**src/rtl/ff_pkg.sv**
```systemverilog
package ff_pkg;
  localparam int FLAG_N      = 3;
  localparam int FLAG_UNDER  = 0;
  localparam int FLAG_RX_OVR = 1;
  localparam int FLAG_TX_OVR = 2;

  typedef enum logic {CNT_FILLED = 1'b0, CNT_FREE = 1'b1} lvl_mode_e;
endpackage

```
**src/rtl/ff_sfifo.sv**
```systemverilog
module ff_sfifo #(
  parameter int W     = 16,
  parameter int DEPTH = 8,
  localparam int AW   = (DEPTH > 1) ? $clog2(DEPTH) : 1,
  localparam int CW   = $clog2(DEPTH + 1)
) (
  input  logic          clk,
  input  logic          rst,
  input  logic          clr,
  input  logic          push,
  input  logic [W-1:0]  push_data,
  input  logic          pop,
  output logic [W-1:0]  pop_data,
  output logic [CW-1:0] count,
  output logic [CW-1:0] count_nxt,
  output logic          push_drop,
  output logic          pop_empty
);
  logic [W-1:0]  mem [DEPTH];
  logic [AW-1:0] wp, rp;
  logic          full, empty, do_push, do_pop;

  assign full      = (count == CW'(DEPTH));
  assign empty     = (count == '0);
  assign do_push   = push & ~clr & ~full;
  assign do_pop    = pop & ~clr & ~empty;
  assign push_drop = push & ~clr & full;
  assign pop_empty = pop & empty;

  always_comb begin
    if (clr) count_nxt = '0;
    else begin
      case ({do_push, do_pop})
        2'b10:   count_nxt = count + CW'(1);
        2'b01:   count_nxt = count - CW'(1);
        default: count_nxt = count;
      endcase
    end
  end

  // storage without reset so it maps onto block RAM
  always_ff @(posedge clk) begin
    if (do_push) mem[wp] <= push_data;
  end

  always_ff @(posedge clk) begin
    if (rst) begin
      wp       <= '0;
      rp       <= '0;
      count    <= '0;
      pop_data <= '0;
    end else begin
      count <= count_nxt;
      if (clr) begin
        wp <= '0;
        rp <= '0;
      end else begin
        if (do_push) wp <= (wp == AW'(DEPTH - 1)) ? '0 : wp + AW'(1);
        if (do_pop)  rp <= (rp == AW'(DEPTH - 1)) ? '0 : rp + AW'(1);
      end
      if (pop) pop_data <= do_pop ? mem[rp] : '0;
    end
  end
endmodule

```
**src/rtl/ff_dma_req.sv**
```systemverilog
module ff_dma_req
  import ff_pkg::*;
#(
  parameter int        DEPTH = 8,
  parameter lvl_mode_e MODE  = CNT_FILLED,
  localparam int LW = (DEPTH > 1) ? $clog2(DEPTH) : 1,
  localparam int CW = $clog2(DEPTH + 1)
) (
  input  logic          clk,
  input  logic          rst,
  input  logic [CW-1:0] count_nxt,
  input  logic [LW-1:0] lvl,
  input  logic          en,
  output logic          req
);
  logic [CW-1:0] metric;
  logic [CW-1:0] thr;

  assign thr = CW'(lvl) + CW'(1);

  generate
    if (MODE == CNT_FREE) begin : g_free
      assign metric = CW'(DEPTH) - count_nxt;
    end else begin : g_filled
      assign metric = count_nxt;
    end
  endgenerate

  always_ff @(posedge clk) begin
    if (rst) req <= 1'b0;
    else     req <= en && (metric >= thr);
  end
endmodule

```
**src/rtl/ff_sticky.sv**
```systemverilog
module ff_sticky #(
  parameter int N = 3
) (
  input  logic         clk,
  input  logic         rst,
  input  logic [N-1:0] set,
  input  logic [N-1:0] clr,
  output logic [N-1:0] q
);
  generate
    for (genvar i = 0; i < N; i++) begin : g_bit
      always_ff @(posedge clk) begin
        if (rst)         q[i] <= 1'b0;
        else if (set[i]) q[i] <= 1'b1;
        else if (clr[i]) q[i] <= 1'b0;
      end
    end
  endgenerate
endmodule

```
**src/rtl/ff_fifo_pair.sv**
```systemverilog
module ff_fifo_pair
  import ff_pkg::*;
#(
  parameter int DATA_W = 16,
  parameter int DEPTH  = 8,
  localparam int LW    = (DEPTH > 1) ? $clog2(DEPTH) : 1,
  localparam int CW    = $clog2(DEPTH + 1)
) (
  input  logic              clk,
  input  logic              rst,
  input  logic              cfg_we,
  input  logic [LW-1:0]     cfg_tx_lvl,
  input  logic [LW-1:0]     cfg_rx_lvl,
  input  logic              tx_dma_en,
  input  logic              rx_dma_en,
  input  logic              tx_clr,
  input  logic              rx_clr,
  input  logic [FLAG_N-1:0] flag_clr,
  input  logic              host_tx_push,
  input  logic [DATA_W-1:0] host_tx_data,
  input  logic              host_rx_pop,
  output logic [DATA_W-1:0] host_rx_data,
  input  logic              eng_tx_pop,
  output logic [DATA_W-1:0] eng_tx_data,
  input  logic              eng_rx_push,
  input  logic [DATA_W-1:0] eng_rx_data,
  output logic [CW-1:0]     tx_count,
  output logic [CW-1:0]     rx_count,
  output logic              tx_dma_req,
  output logic              rx_dma_req,
  output logic [FLAG_N-1:0] err_flags
);
  logic [LW-1:0]     tx_lvl_q, rx_lvl_q;
  logic [CW-1:0]     tx_cnt_nxt, rx_cnt_nxt;
  logic              tx_drop, tx_under, rx_drop, rx_under_unused;
  logic [FLAG_N-1:0] flag_set;

  // threshold codes, default is the deepest setting
  always_ff @(posedge clk) begin
    if (rst) begin
      tx_lvl_q <= LW'(DEPTH - 1);
      rx_lvl_q <= LW'(DEPTH - 1);
    end else if (cfg_we) begin
      tx_lvl_q <= cfg_tx_lvl;
      rx_lvl_q <= cfg_rx_lvl;
    end
  end

  ff_sfifo #(.W(DATA_W), .DEPTH(DEPTH)) u_tx_fifo (
    .clk(clk), .rst(rst), .clr(tx_clr),
    .push(host_tx_push), .push_data(host_tx_data),
    .pop(eng_tx_pop), .pop_data(eng_tx_data),
    .count(tx_count), .count_nxt(tx_cnt_nxt),
    .push_drop(tx_drop), .pop_empty(tx_under)
  );

  ff_sfifo #(.W(DATA_W), .DEPTH(DEPTH)) u_rx_fifo (
    .clk(clk), .rst(rst), .clr(rx_clr),
    .push(eng_rx_push), .push_data(eng_rx_data),
    .pop(host_rx_pop), .pop_data(host_rx_data),
    .count(rx_count), .count_nxt(rx_cnt_nxt),
    .push_drop(rx_drop), .pop_empty(rx_under_unused)
  );

  ff_dma_req #(.DEPTH(DEPTH), .MODE(CNT_FREE)) u_tx_req (
    .clk(clk), .rst(rst), .count_nxt(tx_cnt_nxt),
    .lvl(tx_lvl_q), .en(tx_dma_en), .req(tx_dma_req)
  );

  ff_dma_req #(.DEPTH(DEPTH), .MODE(CNT_FILLED)) u_rx_req (
    .clk(clk), .rst(rst), .count_nxt(rx_cnt_nxt),
    .lvl(rx_lvl_q), .en(rx_dma_en), .req(rx_dma_req)
  );

  always_comb begin
    flag_set              = '0;
    flag_set[FLAG_UNDER]  = tx_under;
    flag_set[FLAG_RX_OVR] = rx_drop;
    flag_set[FLAG_TX_OVR] = tx_drop;
  end

  ff_sticky #(.N(FLAG_N)) u_flags (
    .clk(clk), .rst(rst), .set(flag_set), .clr(flag_clr), .q(err_flags)
  );
endmodule

```
**config.mk**
```make
export PLATFORM = sky130hd
export DESIGN_NAME = ff_fifo_pair
export DESIGN_NICKNAME = d
export VERILOG_FILES = /design/src/rtl/ff_pkg.sv /design/src/rtl/ff_sfifo.sv /design/src/rtl/ff_dma_req.sv /design/src/rtl/ff_sticky.sv /design/src/rtl/ff_fifo_pair.sv
export SDC_FILE = /design/constraint.sdc
export NUM_CORES = 1
export LEC_CHECK = 0
export ABC_AREA = 1
export BUFFER_PORTS_ARGS = -buffer_cell sky130_fd_sc_hd__buf_2
export CORE_ASPECT_RATIO = 0.7
export CORE_UTILIZATION = 60
export CTS_BUF_LIST = sky130_fd_sc_hd__clkbuf_4 sky130_fd_sc_hd__clkbuf_8
export DETAILED_ROUTE_END_ITERATION = 6
export HOLD_SLACK_MARGIN = 0.02
export PLACE_DENSITY_LB_ADDON = 0.05
export SLEW_MARGIN = 20
export SYNTH_ARGS = -nofsm -noshare
export SYNTH_HDL_FRONTEND = slang
export SYNTH_SLANG_ARGS = --single-unit
```
**constraint.sdc**
```tcl
create_clock -name clk -period 4.6 [get_ports clk]
set_clock_uncertainty 0.15 [all_clocks]
set_input_delay 0.92 -clock clk [delete_from_list [all_inputs] [get_ports clk]]
set_output_delay 0.92 -clock clk [all_outputs]
set_load 0.005 [all_outputs]
```
==> results.sh, run 1 <==
export IMPL_status="finished, final reports clean"
export IMPL_vias_per_cell=5.642
export IMPL_synthCells=1111
export IMPL_wl_per_cell_um=18.21
export IMPL_die_area_mm2=0.02244
export IMPL_crit_required_ns=4.89
export IMPL_maxCapViolCount=0
export IMPL_hpwlAfterDp_um=15650
export IMPL_r2r_start="u_tx_fifo.count[2]"
export IMPL_ys_types=33
export IMPL_rrSetupSlack_ns=1.30
export IMPL_synthesis_area_mm2=0.01310
export IMPL_numCtsBuffers=48
export IMPL_synth_simple_area_share_pct=12.24
export IMPL_r2r_end="u_tx_req.req"
export IMPL_ios=97
export IMPL_yosys_warnings=0
export IMPL_holdBufCountCts=0
export IMPL_synth_top_family_by_area="simple AND/OR/NAND/NOR gates"
export IMPL_worst_slack_ns=1.169
export IMPL_min_path_type="reg -> reg"
export IMPL_die_y_um=125.6
export IMPL_first_pass_iters=6
export IMPL_ctsResizeCount=0
export IMPL_max_freq_mhz=291.5
export IMPL_die_w_um=178.6
export IMPL_rsz0062_at_grt="false"
export IMPL_seq_area_mm2=0.009076
export IMPL_n_fill_cell=1567
export IMPL_cts_clk_slew_worst_paths_ns=0.06
export IMPL_num_vias=8672
export IMPL_maxSlewViolCount=0
export IMPL_grt_pass1_vias=8164
export IMPL_period_share_pct=74.59
export IMPL_wirelength_um=27990
export IMPL_slew_limit_headroom_pct=25.72
export IMPL_grt_max_degree=65
export IMPL_path_max_fanout=22
export IMPL_io_buffers=96
export IMPL_seq_area_frac_synth_pct=69.23
export IMPL_hold_path_end="u_flags.q[1]"
export IMPL_rows=44
export IMPL_hold_viol=0
export IMPL_setup_tns_ns=0
export IMPL_core_area_mm2=0.02109
export IMPL_worstMarginPinSlew_ns=1.114
export IMPL_fin_nets=1301
export IMPL_p_per_area_mw_per_mm2=399.8
export IMPL_cts_max_path_buffers=3
export IMPL_drive_gt1_share_pct=17.68
export IMPL_synthAdderAreaFrac_pct=2.541
export IMPL_synth_seq_cells=325
export IMPL_post_place_ws_ns=0.6383
export IMPL_peakVddDrop_mv=0.2139
export IMPL_drc_errors=0
export IMPL_postRouteAntennaNets=0
export IMPL_hold_start="u_flags.q[1]"
export IMPL_clkSinkCount=325
export IMPL_syn_area_per_cell_um2=11.79
export IMPL_end_kind="flop"
export IMPL_multi_input_area_mm2=0.003467
export IMPL_synth_compound_area_share_pct=11.17
export IMPL_cts_tree="built"
export IMPL_synth_xor_area_share_pct=0.4680
export IMPL_clockRootBuffer="clkbuf_8"
export IMPL_gp_congestion=0.8446
export IMPL_clock_latency_ns=0.55
export IMPL_syn_nets=1189
export IMPL_setup_viol=0
export IMPL_min_path_cells=2
export IMPL_r2r_cells=19
export IMPL_worstPathArrival_ns=3.72
export IMPL_grt_ovfl_total=0
export IMPL_grt_pass1_wl_um=43990
export IMPL_cts_setup_buffers=0
export IMPL_syn2layout_area_growth_pct=12.20
export IMPL_start_util_pct=62.13
export IMPL_htreeDepth=2
export IMPL_grt_util_all_layers_pct=25.73
export IMPL_finalCriticalPeriod_ns=3.431
export IMPL_diodes=0
export IMPL_leakagePower_nw=5.394
export IMPL_cp_start_kind="primary input"
export IMPL_synth_mux_area_share_pct=0
export IMPL_drtIter0Drc=974
export IMPL_crit_type="in -> reg"
export IMPL_antenna_found_initial=1
## layer usage
| metal | routed length [um] | GRT usage (%) | share of wire [%] |
|---|---|---|---|
| met5 | 0 | 0 | 0 |
| met4 | 417 | 6.630 | 1.5 |
| met3 | 2464 | 5.676 | 8.8 |
| met2 | 11950 | 36.59 | 43 |
| met1 | 13160 | 40.16 | 47 |
## worst max-delay path, cell delays in order
cell and delay (ns):
buf_2 0.11, inv_2 0.34, nor3_4 0.09, buf_4 0.26, ha_1 0.38, inv_1 0.10, o21ai_0 0.42, ha_1 0.33
ha_1 0.32, inv_1 0.06, nor2_1 0.04, o211ai_1 0.15, nand3_1 0.09, nand3_1 0.07, inv_1 0.04
## where the power goes
| part | internal (W) | switching, W |
|---|---|---|
| sequential | 0.00321 | 0.0000211 |
| combinational | 0.000106 | 0.000199 |
| clock | 0.00127 | 0.00107 |
| total | 0.00458 | 0.00129 |
## layout make-up
| class | count | share of cell area [%] |
|---|---|---|
| timing repair buffer | 120 | 4.495 |
| sequential | 325 | 61.75 |
| tap | 276 | 2.350 |
| clock buffer | 68 | 5.601 |
| multi-input combinational | 679 | 23.59 |
| clock inverter | 20 | 0.9620 |
| inverter | 49 | 1.251 |
## cell families (layout without fill, tap and decap cells)
| group | Yosys count | after routing |
|---|---|---|
| buffers and inverters | 107 | 257 |
| AND/OR/NAND/NOR | 389 | 389 |
| AO/OA/AOI/OAI | 257 | 257 |
| XOR/XNOR | 7 | 7 |
| adder cells (fa/ha/maj) | 26 | 26 |
| flip-flops | 325 | 325 |
## worst max path at each step
| stage | from | end | slack [ns] | cells after the start |
|---|---|---|---|---|
| 6_report | eng_tx_pop | u_tx_req.req | 1.17 | 15 |
| 5_1_grt | u_tx_fifo.count[1] | u_tx_req.req | 0.93 | 19 |
| 4_1_cts | eng_tx_pop | u_tx_req.req | 1.22 | 15 |
| 3_5_place_dp | eng_tx_pop | u_tx_req.req | 0.64 | 15 |
| 3_3_place_gp | eng_tx_pop | u_tx_req.req | 0.80 | 15 |
| 2_1_floorplan | eng_tx_pop | u_tx_req.req | 1.10 | 19 |
## synth_stat cells
cell / count / area, um^2
or2_2: 1 / 6.260
buf_12: 1 / 20.02
xnor2_1: 5 / 43.79
clkbuf_2: 3 / 15.01
a22oi_1: 1 / 7.510
nor2_1: 228 / 855.8
nand3_2: 1 / 10.01
o211ai_1: 66 / 495.5
xor2_1: 2 / 17.52
ha_1: 25 / 312.8
and3_1: 1 / 6.260
nor4_1: 1 / 6.260
a21oi_1: 48 / 240.2
dfxtp_1: 69 / 1381
nor2_2: 11 / 68.82
nor3b_1: 2 / 15.01
nand2_1: 81 / 304.0
nor3_1: 3 / 15.01
buf_2: 25 / 125.1
clkbuf_1: 11 / 41.29
buf_8: 2 / 30.03
inv_2: 4 / 15.01
nand3_1: 55 / 275.3
o21ai_1: 37 / 185.2
nand4_1: 4 / 25.02
a211oi_1: 4 / 30.03
o21ai_0: 101 / 505.5
edfxtp_1: 256 / 7687
fa_1: 1 / 20.02
nor3_4: 1 / 16.27
buf_4: 7 / 52.55
buf_6: 9 / 101.4
inv_1: 45 / 168.9
## stage by stage
step                      utilization (%)  area [um^2]  power (W)  hold slack, ns  instances
after floorplan                         -        13100   0.003479          0.3053       1111
after global placement              65.12        13730   0.003582          0.3017       1449
after detailed placement            65.12        13730   0.003594          0.3035       1449
after CTS                           69.70        14700   0.005913          0.3127       1537
after global routing                69.71        14700   0.006089          0.3368       1537
final                               69.71        14700   0.005876          0.3109       1537
## state kept, by name (all words and copies together), names as in the netlist, named ones only
register / flops
u_rx_fifo.mem: 128
u_tx_fifo.mem: 128
u_rx_fifo.pop_data: 16
u_tx_fifo.pop_data: 16
u_rx_fifo.count: 4
u_tx_fifo.count: 4
rx_lvl_q: 3
tx_lvl_q: 3
u_flags.q: 3
u_rx_fifo.rp: 3
u_rx_fifo.wp: 3
u_tx_fifo.rp: 3
u_tx_fifo.wp: 3
u_rx_req.req: 1
u_tx_req.req: 1
## cell usage in the layout, fill, tap and decap left out, types with 2 or more instances in the layout
master / instances
o21ai_0: 101
o211ai_1: 66
nand4_1: 4
clkinv_1: 9
dfxtp_2: 3
clkbuf_4: 18
inv_2: 4
nand3_1: 55
a211oi_1: 4
clkinv_2: 8
dfxtp_1: 65
nand2_1: 81
buf_4: 24
edfxtp_1: 256
nor3b_1: 2
buf_2: 96
clkbuf_8: 50
xor2_1: 2
o21ai_1: 37
nor3_1: 3
xnor2_1: 5
nor2_2: 13
a21oi_1: 48
bufinv_16: 2
nor2_1: 226
inv_1: 45
ha_1: 25
Power figures use the tool's default switching activity.
==> inputs of run 2 (changes only) <==
Clock period 4.6 ns to 3.2 ns, I/O delays scaled along.
==> run 2 against run 1 <==
Power grew 45%. Critical path type is now reg -> reg. Worst setup slack lost 0.96 ns. Largest power group unchanged. Final cell count grew 1.3%.
==> results.sh, run 2 (same netlist as run 1, synthesis figures left out) <==
export IMPL_postRouteAntennaNets=0
export IMPL_ios=97
export IMPL_start_util_pct=62.13
export IMPL_swShare_pct=21.58
export IMPL_crit_type="reg -> reg"
export IMPL_combPwrFrac_pct=5.4
export IMPL_period_share_pct=93.46
export IMPL_layout_cells_non_filler=1557
export IMPL_r2r_end="u_rx_req.req"
export IMPL_dp_cells=1470
export IMPL_maxCapViolCount=0
export IMPL_cts_setup_buffers=0
export IMPL_gp_congestion=0.8393
export IMPL_r2r_cells=18
export IMPL_placed_area_mm2=0.01394
export IMPL_n_fill_cell=1527
export IMPL_syn2layout_area_growth_pct=14.22
export IMPL_crit_required_ns=3.49
export IMPL_first_pass_iters=4
export IMPL_hpwlAfterDp_um=16380
export IMPL_slowest_delay_ns=0.36
export IMPL_worstPathArrival_ns=3.28
export IMPL_num_vias=8714
export IMPL_largestRegisters="u_rx_fifo.mem (128), u_tx_fifo.mem (128)"
export IMPL_wl_per_cell_um=18.04
export IMPL_peakVddDrop_mv=0.3191
export IMPL_leakagePower_nw=5.529
export IMPL_worstMarginPinSlew_ns=0.8387
export IMPL_min_path_cells=3
export IMPL_intPower_w=0.006700
export IMPL_numCtsBuffers=47
export IMPL_htreeDepth=2
export IMPL_slew_limit_headroom_pct=44.03
export IMPL_worstPathCellList="nor2_2 > nand2_1 > nand3_1 > inv_1 > ha_1 > ha_1 > a21oi_1 > nand2_1 > xnor2_1 > nand2_1 > nand2_1 > nand2_1 > inv_1 > ha_1 > a21oi_1 > nand3_1 > nand3_1 > inv_1"
export IMPL_crit_top_cell="nand2_1"
export IMPL_drive_gt1_share_pct=19.28
export IMPL_cts_clk_slew_worst_paths_ns=0.07
export IMPL_fin_nets=1321
export IMPL_final_cell_mix="edfxtp_1 (256), nor2_1 (226), o21ai_0 (100)"
export IMPL_cts_tree="built"
export IMPL_power_switching_w=0.001844
export IMPL_mostFrequentLayoutCell="edfxtp_1"
export IMPL_wirelength_um=28090
export IMPL_worst_slack_ns=0.2093
export IMPL_seq_area_mm2=0.009075
export IMPL_finalCriticalPeriod_ns=2.991
export IMPL_end_kind="flop"
export IMPL_vias_per_cell=5.597
export IMPL_maxSlewViolCount=0
export IMPL_rows=44
export IMPL_cp_start_kind="flop"
export IMPL_max_freq_mhz=334.4
export IMPL_cts_max_path_buffers=3
export IMPL_grt_util_all_layers_pct=25.70
export IMPL_min_path_type="in -> reg"
export IMPL_grt_max_degree=65
export IMPL_drc_errors=0
export IMPL_rrSetupSlack_ns=0.21
export IMPL_ctsResizeCount=0
export IMPL_post_place_ws_ns=-0.1100
export IMPL_setup_viol=0
export IMPL_crit_path_top_delay_cell="dfxtp_1"
export IMPL_diodes=0
export IMPL_design_area_mm2=0.01496
export IMPL_multi_input_area_mm2=0.003492
export IMPL_core_area_mm2=0.02109
export IMPL_io_buffers=96
export IMPL_drtIter0Drc=731
export IMPL_crit_path_end="u_rx_req.req"
export IMPL_p_clk_share_pct=40.3
export IMPL_status="finished, final reports clean"
export IMPL_crit_start="u_rx_fifo.count[1]"
export IMPL_die_w_um=178.6
export IMPL_antenna_found_initial=1
export IMPL_setup_tns_ns=0
export IMPL_p_per_area_mw_per_mm2=571.0
export IMPL_utilization_pct=70.96
export IMPL_clock_latency_ns=0.55
export IMPL_hold_viol=0
export IMPL_holdBufCountCts=0
export IMPL_path_max_fanout=5
export IMPL_die_area_mm2=0.02244
export IMPL_grt_ovfl_total=0
export IMPL_die_y_um=125.6
export IMPL_grt_pass1_wl_um=44030
export IMPL_r2r_start="u_rx_fifo.count[1]"
export IMPL_clkSinkCount=325
export IMPL_clockRootBuffer="clkbuf_8"
export IMPL_grt_pass1_vias=8389
export IMPL_seqPwrFrac_pct=54.3
-- run 2: changes by cell type in the layout (fill, tap and decap cells not counted), moves of 2 or more --
cell	change
buf_12	+4
buf_4	+17
clkbuf_8	+5
clkinv_2	-4
dfxtp_2	+2
-- run 2: layout make-up --
cell class	instances	area share (%)
tap	276	2.308
timing repair buffer	141	5.803
clock buffer	72	5.912
multi-input combinational	679	23.34
clock inverter	15	0.7609
sequential	325	60.65
inverter	49	1.229
-- run 2: how the worst min path moves through the flow --
stage,startpoint,endpoint
finish,cfg_tx_lvl[0],tx_lvl_q[0]
global route,tx_dma_en,u_tx_req.req
CTS,cfg_tx_lvl[0],tx_lvl_q[0]
detailed placement,u_tx_fifo.pop_data[5],u_tx_fifo.pop_data[5]
global placement,u_rx_fifo.pop_data[6],u_rx_fifo.pop_data[6]
floorplan,rx_lvl_q[1],rx_lvl_q[1]
-- run 2: power groups by stage --
stage | Sequential, W | Clock, W | Combinational (W)
after floorplan | 0.00473 | 0 | 0.000274
after global placement | 0.00473 | 0 | 0.000442
after detailed placement | 0.00473 | 0 | 0.000455
after CTS | 0.00464 | 0.00350 | 0.000456
after global routing | 0.00464 | 0.00369 | 0.000519
final | 0.00464 | 0.00344 | 0.000460
-- run 2: worst max-delay path, delay by kind of cell, from the launching register on --
family,cells,cell delay (ns)
adders and majority gates,3,0.95
DFF,1,0.36
buffers and inverters,3,0.17
xor gates and xnor gates,1,0.14
AOI/OAI and AO/OA,2,0.31
and+or+nand+nor,9,0.81
-- run 2: routing by layer --
| layer | up-vias | GRT usage, % | routed length, um |
|---|---|---|---|
| li1 | 4225 | - | - |
| met1 | 4096 | 39.94 | 13400 |
| met2 | 342 | 37.19 | 12010 |
| met3 | 49 | 4.771 | 2242 |
| met4 | 2 | 7.228 | 438 |
| met5 | - | 0 | 8 |
-- run 2: through the flow --
step / hold WS (ns) / power, W
5_1_grt: 0.1489 / 0.008856
6_report: 0.1628 / 0.008545
3_3_place_gp: 0.3000 / 0.005170
4_1_cts: 0.1411 / 0.008596
2_1_floorplan: 0.3053 / 0.005001
3_5_place_dp: 0.3017 / 0.005183
==> inputs of run 3 (changes only) <==
Settings changed: SETUP_SLACK_MARGIN from default to 0.3.
==> run 3 against run 2 <==
Fmax grew 7.0%. Global-route usage up 0.31 points. Clock-buffer cell count grew 1.
==> results.sh, run 3 (same netlist as run 1, synthesis figures left out) <==
export IMPL_grt_pass1_vias=8468
export IMPL_core_area_mm2=0.02109
export IMPL_ios=97
export IMPL_numCtsBuffers=48
export IMPL_placed_area_mm2=0.01389
export IMPL_postRouteAntennaNets=0
export IMPL_vias_per_cell=5.605
export IMPL_grt_util_all_layers_pct=26.01
export IMPL_cp_start_kind="flop"
export IMPL_clock_latency_ns=0.55
export IMPL_p_per_area_mw_per_mm2=558.9
export IMPL_crit_required_ns=3.49
export IMPL_path_max_fanout=3
export IMPL_grt_max_degree=65
export IMPL_cts_clk_slew_worst_paths_ns=0.06
export IMPL_maxSlewViolCount=0
export IMPL_grt_pass1_wl_um=44590
export IMPL_wl_per_cell_um=18.16
export IMPL_utilization_pct=71.24
export IMPL_start_util_pct=62.13
export IMPL_gp_congestion=0.8415
export IMPL_crit_type="reg -> reg"
export IMPL_fin_nets=1324
export IMPL_finalCriticalPeriod_ns=2.795
export IMPL_setup_viol=0
export IMPL_layout_cells_non_filler=1560
export IMPL_drive_gt1_share_pct=21.59
export IMPL_worstPathArrival_ns=3.08
export IMPL_final_cell_mix="edfxtp_1 (256), nor2_1 (226), o21ai_0 (99)"
export IMPL_antenna_found_initial=1
export IMPL_drtIter0Drc=792
export IMPL_worstMarginPinSlew_ns=0.8214
export IMPL_drc_errors=0
export IMPL_num_vias=8744
export IMPL_htreeDepth=2
export IMPL_hpwlAfterDp_um=16300
export IMPL_syn2layout_area_growth_pct=14.67
export IMPL_cts_tree="built"
export IMPL_wirelength_um=28330
export IMPL_die_w_um=178.6
export IMPL_die_y_um=125.6
export IMPL_period_share_pct=87.36
export IMPL_hold_viol=0
export IMPL_cts_max_path_buffers=3
export IMPL_first_pass_iters=5
export IMPL_grt_ovfl_total=0
export IMPL_setup_tns_ns=0
export IMPL_holdBufCountCts=0
export IMPL_leakagePower_nw=5.512
export IMPL_design_area_mm2=0.01502
export IMPL_rows=44
export IMPL_max_freq_mhz=357.7
export IMPL_post_place_ws_ns=-0.06065
export IMPL_clkSinkCount=325
export IMPL_die_area_mm2=0.02244
export IMPL_min_path_type="in -> reg"
export IMPL_mostFrequentLayoutCell="edfxtp_1"
export IMPL_slew_limit_headroom_pct=45.16
export IMPL_end_kind="flop"
export IMPL_largestRegisters="u_rx_fifo.mem (128), u_tx_fifo.mem (128)"
export IMPL_peakVddDrop_mv=0.2996
export IMPL_status="finished, final reports clean"
export IMPL_worst_slack_ns=0.4045
export IMPL_dp_cells=1465
export IMPL_rsz0062_at_grt="true"
export IMPL_io_buffers=96
export IMPL_clockRootBuffer="clkbuf_8"
export IMPL_maxCapViolCount=0
-- run 3: cell count changes in the layout (fill, tap and decap cells not counted), sizes merged --
cell and delta:
buf +2, clkbuf +1, bufinv -2, diode +1, clkinvlp +1
-- run 3: layout make-up --
class | instances | area (um^2)
Clock buffer | 73 | 873.3
Clock inverter | 14 | 62.56
Inverter | 49 | 196.4
Timing Repair Buffer | 143 | 845.8
Antenna cell | 1 | 2.502
Fill cell | 1534 | 6063
Multi-Input combinational cell | 679 | 3606
Tap cell | 276 | 345.3
Sequential cell | 325 | 9090
-- run 3: final timing paths --
check,slack (ns),cells past startpoint,start,end
setup / recovery,0.40,23,u_tx_fifo.count[3],u_tx_req.req
hold / removal,0.16,3,cfg_tx_lvl[1],tx_lvl_q[1]
setup reg to reg,0.40,23,u_tx_fifo.count[3],u_tx_req.req
hold reg to reg,0.31,2,u_tx_fifo.pop_data[4],u_tx_fifo.pop_data[4]
-- run 3: where the power goes --
part / internal (W) / switching, W / leakage (nW) / total (W)
Clock: 0.00174 / 0.00151 / 0.503 / 0.00325
Sequential: 0.00461 / 0.0000313 / 2.88 / 0.00464
Combinational: 0.000193 / 0.000310 / 2.13 / 0.000503
-- run 3: through the flow --
| stage | power, W | hold WS (ns) |
|---|---|---|
| floorplan | 0.005004 | 0.3053 |
| detailed placement | 0.005180 | 0.3027 |
| global placement | 0.005167 | 0.2988 |
| CTS | 0.008403 | 0.1372 |
| finish | 0.008395 | 0.1644 |
| global route | 0.008720 | 0.1406 |
-- run 3: timing repair --
action,in CTS,in global routing
gates resized for setup,7,34
endpoints found under the setup margin,1,2
setup buffers,0,7
pin swaps,0,15
-- run 3: routing by layer --
| layer | part of all wire [%] | global-route usage, % | vias up |
|---|---|---|---|
| li1 | - | - | 4238 |
| met3 | 7.5 | 5.344 | 42 |
| met1 | 47 | 39.94 | 4161 |
| met5 | 0.067 | 0 | - |
| met4 | 1.4 | 6.830 | 2 |
| met2 | 44 | 37.92 | 301 |
-- run 3: critical path, stage by stage, from the launching register on --
cell	delay (ns)
dfxtp_4	0.38
inv_4	0.04
nand3_4	0.08
inv_4	0.04
nor3_4	0.21
ha_4	0.17
nand2_2	0.05
inv_2	0.05
nor2_2	0.04
ha_1	0.28
nor2_1	0.10
nor2_1	0.06
o21ai_2	0.09
nand2_1	0.08
inv_1	0.07
nand2_2	0.06
inv_2	0.06
nand2_2	0.04
nand2_2	0.08
ha_4	0.20
a21oi_2	0.14
nand3_1	0.10
nand3_1	0.09
inv_1	0.05
